===== config.mk =====
export PLATFORM = sky130hd
export DESIGN_NAME = exc_entry_seq
export DESIGN_NICKNAME = d
export VERILOG_FILES = /design/src/rtl/exc_pkg.sv /design/src/rtl/exc_vec_classify.sv /design/src/rtl/exc_frame_writer.sv /design/src/rtl/exc_irq_gate.sv /design/src/rtl/exc_entry_seq.sv
export SDC_FILE = /design/constraint.sdc
export NUM_CORES = 1
export LEC_CHECK = 0
export CAP_MARGIN = 20
export CORE_ASPECT_RATIO = 1.1
export CORE_MARGIN = 4
export CORE_UTILIZATION = 52
export CTS_BUF_LIST = sky130_fd_sc_hd__clkbuf_2
export DETAILED_ROUTE_END_ITERATION = 10
export PLACE_DENSITY = 0.95
export SYNTH_ARGS = -nofsm -noshare
export SYNTH_HDL_FRONTEND = slang
export SYNTH_HIERARCHICAL = 1
export SYNTH_SLANG_ARGS = --single-unit

===== constraint.sdc =====
create_clock -name clk -period 5.25 [get_ports clk]
set_input_delay 1.05 -clock clk [delete_from_list [all_inputs] [get_ports clk]]
set_output_delay 1.05 -clock clk [all_outputs]
set_load 0.05 [all_outputs]

===== src/rtl/exc_pkg.sv =====
package exc_pkg;
  localparam int unsigned WORD_W = 32;
  localparam int unsigned SR_W   = 16;
  localparam int unsigned VEC_W  = 8;
  localparam int unsigned LVL_W  = 3;

  typedef enum logic [1:0] {VK_FAULT, VK_NEXT, VK_RESV} vec_kind_e;

  function automatic vec_kind_e vec_kind(input logic [VEC_W-1:0] v);
    if (v inside {8'd2, 8'd3, 8'd4, 8'd8, 8'd10, 8'd11, 8'd14, 8'd61})
      return VK_FAULT;
    if (v inside {8'd9, 8'd12, 8'd24, [8'd32:8'd47], [8'd64:8'd102]})
      return VK_NEXT;
    return VK_RESV;
  endfunction

  function automatic logic [WORD_W-1:0] table_offset(input logic [VEC_W-1:0] v);
    return {{(WORD_W-VEC_W-2){1'b0}}, v, 2'b00};
  endfunction

  function automatic logic [SR_W-1:0] fmt_vec_word(input logic [3:0] fmt,
                                                   input logic [VEC_W-1:0] v);
    return {fmt, 2'b00, v, 2'b00};
  endfunction

  function automatic logic [SR_W-1:0] put_mask(input logic [SR_W-1:0] sr,
                                               input logic [LVL_W-1:0] lvl);
    return {sr[15:11], lvl, sr[7:0]};
  endfunction
endpackage


===== src/rtl/exc_vec_classify.sv =====
module exc_vec_classify
  import exc_pkg::*;
#(
  parameter logic [VEC_W-1:0] FMT_ERR_VEC = 8'd14
) (
  input  logic [VEC_W-1:0]  vec,
  input  logic              is_irq,
  input  logic [LVL_W-1:0]  level,
  input  logic              force7,
  input  logic [WORD_W-1:0] pc_fault,
  input  logic [WORD_W-1:0] pc_follow,
  input  logic [SR_W-1:0]   sr,
  output logic [VEC_W-1:0]  eff_vec,
  output logic [WORD_W-1:0] saved_pc,
  output logic [SR_W-1:0]   sr_new
);
  vec_kind_e kind_raw;
  logic      rsv_hit;

  always_comb begin
    kind_raw = vec_kind(vec);
    rsv_hit  = (kind_raw == VK_RESV);
    eff_vec  = rsv_hit ? FMT_ERR_VEC : vec;
    saved_pc = (kind_raw == VK_NEXT) ? pc_follow : pc_fault;
    if (is_irq) sr_new = put_mask(sr, force7 ? 3'd7 : level);
    else        sr_new = sr;
  end

  always_comb begin
    p_eff_assigned_r4: assert (vec_kind(eff_vec) != VK_RESV || $isunknown(vec));
  end
endmodule


===== src/rtl/exc_frame_writer.sv =====
module exc_frame_writer
  import exc_pkg::*;
(
  input  logic              clk,
  input  logic              rst_n,
  input  logic              start,
  input  logic [WORD_W-1:0] frame_sp,
  input  logic [WORD_W-1:0] pc_word,
  input  logic [WORD_W-1:0] hdr_word,
  input  logic              mem_ready,
  output logic              mem_we,
  output logic [WORD_W-1:0] mem_addr,
  output logic [WORD_W-1:0] mem_wdata,
  output logic              busy,
  output logic              done
);
  typedef enum logic [1:0] {W_IDLE, W_PC, W_HDR, W_FIN} wstate_e;
  wstate_e st;
  logic [WORD_W-1:0] sp_q, pc_q, hdr_q;
  logic write_fire;

  assign write_fire = mem_we && mem_ready;

  always_ff @(posedge clk or negedge rst_n) begin
    if (!rst_n) begin
      st    <= W_IDLE;
      sp_q  <= '0;
      pc_q  <= '0;
      hdr_q <= '0;
    end else begin
      case (st)
        W_IDLE: if (start) begin
          st    <= W_PC;
          sp_q  <= frame_sp;
          pc_q  <= pc_word;
          hdr_q <= hdr_word;
        end
        W_PC:   if (mem_ready) st <= W_HDR;
        W_HDR:  if (mem_ready) st <= W_FIN;
        default: st <= W_IDLE;
      endcase
    end
  end

  always_comb begin
    mem_we    = (st == W_PC) || (st == W_HDR);
    mem_addr  = '0;
    mem_wdata = '0;
    if (st == W_PC) begin
      mem_addr  = sp_q + WORD_W'(4);
      mem_wdata = pc_q;
    end else if (st == W_HDR) begin
      mem_addr  = sp_q;
      mem_wdata = hdr_q;
    end
    busy = (st != W_IDLE);
    done = (st == W_FIN);
  end

  p_write_held_r6: assert property (@(posedge clk) disable iff (!rst_n)
    (mem_we && !mem_ready) |=> (mem_we && $stable(mem_addr) && $stable(mem_wdata)));
  p_done_single_r7: assert property (@(posedge clk) disable iff (!rst_n)
    done |=> !done);
  p_done_after_write_r7: assert property (@(posedge clk) disable iff (!rst_n)
    done |-> $past(write_fire));
endmodule


===== src/rtl/exc_irq_gate.sv =====
module exc_irq_gate (
  input  logic clk,
  input  logic rst_n,
  input  logic entry_done,
  input  logic retired,
  output logic hold
);
  always_ff @(posedge clk or negedge rst_n) begin
    if (!rst_n)          hold <= 1'b0;
    else if (entry_done) hold <= 1'b1;
    else if (retired)    hold <= 1'b0;
  end

  p_hold_set_r11: assert property (@(posedge clk) disable iff (!rst_n)
    entry_done |=> hold);
  p_hold_clear_r11: assert property (@(posedge clk) disable iff (!rst_n)
    (hold && retired && !entry_done) |=> !hold);
endmodule


===== src/rtl/exc_entry_seq.sv =====
module exc_entry_seq
  import exc_pkg::*;
#(
  parameter logic [WORD_W-1:0] VEC_BASE    = 32'h0000_0000,
  parameter logic [3:0]        FMT_CODE    = 4'h4,
  parameter logic [VEC_W-1:0]  FMT_ERR_VEC = 8'd14
) (
  input  logic              clk,
  input  logic              rst_n,
  input  logic              req_valid,
  input  logic [VEC_W-1:0]  req_vec,
  input  logic              req_irq,
  input  logic [LVL_W-1:0]  irq_level,
  input  logic              mask_force,
  input  logic [WORD_W-1:0] pc_cur,
  input  logic [WORD_W-1:0] pc_next,
  input  logic [SR_W-1:0]   sr_in,
  input  logic [WORD_W-1:0] sp_in,
  input  logic              insn_retired,
  input  logic              mem_ready,
  output logic              mem_we,
  output logic [WORD_W-1:0] mem_addr,
  output logic [WORD_W-1:0] mem_wdata,
  output logic              busy,
  output logic              done,
  output logic [WORD_W-1:0] vec_addr,
  output logic [SR_W-1:0]   sr_out,
  output logic [WORD_W-1:0] sp_out,
  output logic              irq_hold
);
  localparam int unsigned FRAME_BYTES = 2 * (WORD_W / 8);

  logic [VEC_W-1:0]  eff_vec;
  logic [WORD_W-1:0] saved_pc;
  logic [SR_W-1:0]   sr_new;
  logic [WORD_W-1:0] new_sp;
  logic [WORD_W-1:0] hdr_word;
  logic              accept;

  exc_vec_classify #(.FMT_ERR_VEC(FMT_ERR_VEC)) i_classify (
    .vec(req_vec), .is_irq(req_irq), .level(irq_level), .force7(mask_force),
    .pc_fault(pc_cur), .pc_follow(pc_next), .sr(sr_in),
    .eff_vec(eff_vec), .saved_pc(saved_pc), .sr_new(sr_new)
  );

  assign new_sp   = sp_in - WORD_W'(FRAME_BYTES);
  assign hdr_word = {fmt_vec_word(FMT_CODE, eff_vec), sr_in};
  assign accept   = req_valid && !busy && !(req_irq && irq_hold);

  exc_frame_writer i_writer (
    .clk(clk), .rst_n(rst_n), .start(accept), .frame_sp(new_sp),
    .pc_word(saved_pc), .hdr_word(hdr_word), .mem_ready(mem_ready),
    .mem_we(mem_we), .mem_addr(mem_addr), .mem_wdata(mem_wdata),
    .busy(busy), .done(done)
  );

  exc_irq_gate i_gate (
    .clk(clk), .rst_n(rst_n), .entry_done(done), .retired(insn_retired),
    .hold(irq_hold)
  );

  always_ff @(posedge clk or negedge rst_n) begin
    if (!rst_n) begin
      vec_addr <= '0;
      sr_out   <= '0;
      sp_out   <= '0;
    end else if (accept) begin
      vec_addr <= VEC_BASE + table_offset(eff_vec);
      sr_out   <= sr_new;
      sp_out   <= new_sp;
    end
  end

  p_irq_blocked_r12: assert property (@(posedge clk) disable iff (!rst_n)
    (irq_hold && req_irq && !busy) |=> !busy);
  p_busy_holds_r13: assert property (@(posedge clk) disable iff (!rst_n)
    (busy && !done) |=> (busy && $stable(sp_out) && $stable(vec_addr)));
  p_done_busy_r7: assert property (@(posedge clk) disable iff (!rst_n)
    done |-> busy);
endmodule


==> metrics.txt <==
Num CTS Buffers=17; count of final hold-check violations=0; transition time at the pin with the least slew margin=1050 ps; Chip Width=130 um; shortest clock period the worst path allows after layout=4950 ps; clock tree from TritonCTS=built; post-synthesis instance area=0.00854 mm^2; Power Density=670 mW/mm^2; all-layer global routing usage=0.263; antenna violations before repair=1; quantity of I/O buffers inserted on ports=253; level count of the clock H-tree=4; post-synthesis compound-gate area fraction=0.0745; routed vias/inst=5.66; WL final=24.2 mm; path category of the worst min-delay check=in2async; startpoint type of the worst setup path=flop; Netlist cell types=55; Root Buffer Master=sky130_fd_sc_hd__clkbuf_2; kind of end point of the critical path=output pin; Internal Pwr Total=3.69 mW; required time worst endpoint=4200 ps; starting DRC count in detailed routing=352; post-synthesis average cell area=10.9 um^2; pin count of the biggest net entering global routing=82; number of search-and-repair iterations in the first detailed-routing pass=5; switching part of the total=0.512; maximum capacitance violations=0; placeable core region=0.0159 mm^2; DRC Markers=0; combinational group share of total power=0.616; post-route ant nets=0; status=finished, final reports clean; via count of the routed design=6982; final setup fails=0; net total in the final layout=1154; dominant combinational cell family by area after synthesis=multiplexers; synth top area cells=sky130_fd_sc_hd__dfrtp_1 45%, sky130_fd_sc_hd__mux2_2 16%, sky130_fd_sc_hd__nand2_1 6.5%; Mapped Cells=783; list of most frequent post-synthesis cells=155 x sky130_fd_sc_hd__dfrtp_1, 148 x sky130_fd_sc_hd__nand2_1, 119 x sky130_fd_sc_hd__mux2_2, 38 x sky130_fd_sc_hd__buf_4, 33 x sky130_fd_sc_hd__a22o_1; WP data arrival=3900 ps; simple-gate area share of the yosys netlist=0.141; multiplexer share of the synthesized area=0.234; insertion delay of the later-clocked pin in the worst-skew pair=750 ps; RSZ-0062 raised after global routing=no; commonest register cell after synthesis=sky130_fd_sc_hd__dfrtp_1; Chip Height=142 um; starting density of the core=0.536; net switching power of the design=3.88 mW; Final Util=0.711; overall power=7.58 mW; sequential group share of total power=0.296; number of global-route vias before repair=7221; buffers from clock root to sink, at most=2; clock slew at reported path FFs=240 ps; maximum operating frequency=202 MHz; detailed-placement wirelength estimate=18.1 mm; Overflow after GRT=0; Post-synth EDFFs=0; # resized after CTS=0; Clock Skews=27.6 ps; library cell with the highest instance count after synthesis=sky130_fd_sc_hd__dfrtp_1; Critical Setup Path Class=reg2out; Die Outline Area=0.0185 mm^2; headroom to the max-slew limit=0.297; number of placement rows=48; average wire per cell in the routed design=19.7 um; adder and majority gate portion of the synthesized area=0.00879; filler-free cell count of the finished design=1233; cell type with the largest total area after synthesis=sky130_fd_sc_hd__dfrtp_1; total negative setup slack=0 ps; static leakage power=5.04 nW; number of hold-repair buffers added at the cts stage=0; setup fix buffers added after clock tree synthesis=0; number of pins with negative max-slew slack in the final report=0; first-pass GRT wire length=37.6 mm; share of the cycle needed by the critical path after routing=0.943; share of the synthesized area in the top cell type=0.454; area added between synthesis and finish=32.5%; portion of the post-synthesis area used by sequential elements=0.454; buffers and inverters on the worst path=2; sink count of the clock tree=155; xor and xnor area share after synthesis=0.0256; Post-Place Cells=1199; number of I/O pins=278; #FFs+latches synth=155; highest-delay cell along the critical path=sky130_fd_sc_hd__nor3_1; crit path max fanout=7; post-route worst hold slack=313 ps; worst IR drop on VDD=0.392 mV; layout cells sized above 1=0.202; share of flip-flops with an asynchronous set or reset=1.00; Crit path max-delay family=simple AND/OR/NAND/NOR gates; largest stage delay on the critical path=880 ps; final weighted congestion in routability-driven placement=0.896; cell chain of the critical path=inv_1 > ha_2 > nand4_4 > nor3_1 > and3_1 > mux2i_1 > clkdlybuf4s50_1; number of warnings reported in the yosys synthesis log=6; part of the total power dissipated in the clock network=0.088
==> kinds of logic after synthesis <==
group,count (synthesis)
AO/OA/AOI/OAI,81
XOR/XNOR,25
adder cells (fa/ha/maj),6
buffers and inverters,90
flip-flops,155
multiplexers,170
other,3
AND/OR/NAND/NOR,253
==> registers in the layout (all words and copies together), names as in the netlist <==
name	cells
i_writer/pc_q	32
sp_out	32
vec_addr	8
i_gate/hold	1
i_writer/hdr_q	32
sr_out	16
i_writer/st	2
i_writer/sp_q	32
==> layout by cell type, fill, tap and decap left out, drive strengths merged, types with 3 or more instances in the layout <==
cell type      synthesis  final
clkdlybuf4s50          0    252
dfrtp                155    155
mux2                 149    149
nand2                148    148
conb                   3     33
a22o                  33     33
nor2                  26     26
inv                   15     25
mux2i                 21     21
xor2                  17     17
clkbuf                20     17
nor3                  13     13
a21oi                 13     13
nand3                 12     12
o21ai                 12     12
nor4                  12     12
nand4                 12     12
buf                   55      9
xnor2                  8      8
or4                    7      7
ha                     6      6
and3                   5      5
o31ai                  4      4
o211a                  3      3
and2                   3      3
clkinv                 0      3
nor2b                  3      3
==> worst register-to-register path: cells and delay by family, from the launching register on <==
family	cells	cell delay, ps
simple gates	2	640
fa+ha+maj	1	240
mux	1	430
flops	1	460
buf+inv	4	670
==> power groups by stage <==
| stage | Combinational (mW) | Sequential (mW) | Clock (mW) |
|---|---|---|---|
| 6_report | 4.67 | 2.24 | 0.669 |
| 5_1_grt | 4.90 | 2.32 | 0.740 |
| 2_1_floorplan | 2.47 | 2.88 | 0 |
| 3_3_place_gp | 4.60 | 2.23 | 0 |
| 4_1_cts | 4.70 | 2.24 | 0.694 |
| 3_5_place_dp | 4.69 | 2.26 | 0 |
==> final timing paths <==
check / startpoint / to / slack [ps] / depth (start not counted)
worst min-delay path: rst_n / sp_out[28]$_DFFE_PN0P_ / 310 / 1
min in group clk: sr_out[4]$_DFFE_PN0P_ / sr_out[4]$_DFFE_PN0P_ / 500 / 2
max in group asynchronous: rst_n / sr_out[4]$_DFFE_PN0P_ / 3830 / 2
worst max-delay path: i_writer/st[1]$_DFFE_PN0P_ / mem_addr[13] / 300 / 7
worst min register to register: sr_out[4]$_DFFE_PN0P_ / sr_out[4]$_DFFE_PN0P_ / 500 / 2
worst max register to register: i_writer/st[0]$_DFFE_PN0P_ / i_writer/hdr_q[15]$_DFFE_PN0P_ / 2750 / 8
==> metal layers <==
layer  GRT usage  share of wire
met3      0.0762          0.089
met2       0.452           0.50
met5           0              0
met1       0.302           0.37
met4       0.121          0.040
==> stage by stage <==
step                setup WS [ps]  instance area [um^2]
floorplan                    1580                  8650
global placement             1230                 11100
detailed placement           1130                 11100
CTS                           249                 11300
global route                 39.1                 11300
finish                        297                 11300
==> final cells by class <==
class	count	area, um^2
fillers	1126	4610
multi-input cells	568	4280
flip-flops and latches	155	3880
repair buffers	261	2610
well taps	200	250
clock inverters	15	153
clock buffers	17	85.1
inverters	15	56.3
diodes	2	5.00
(Power assumes the default switching activity.)
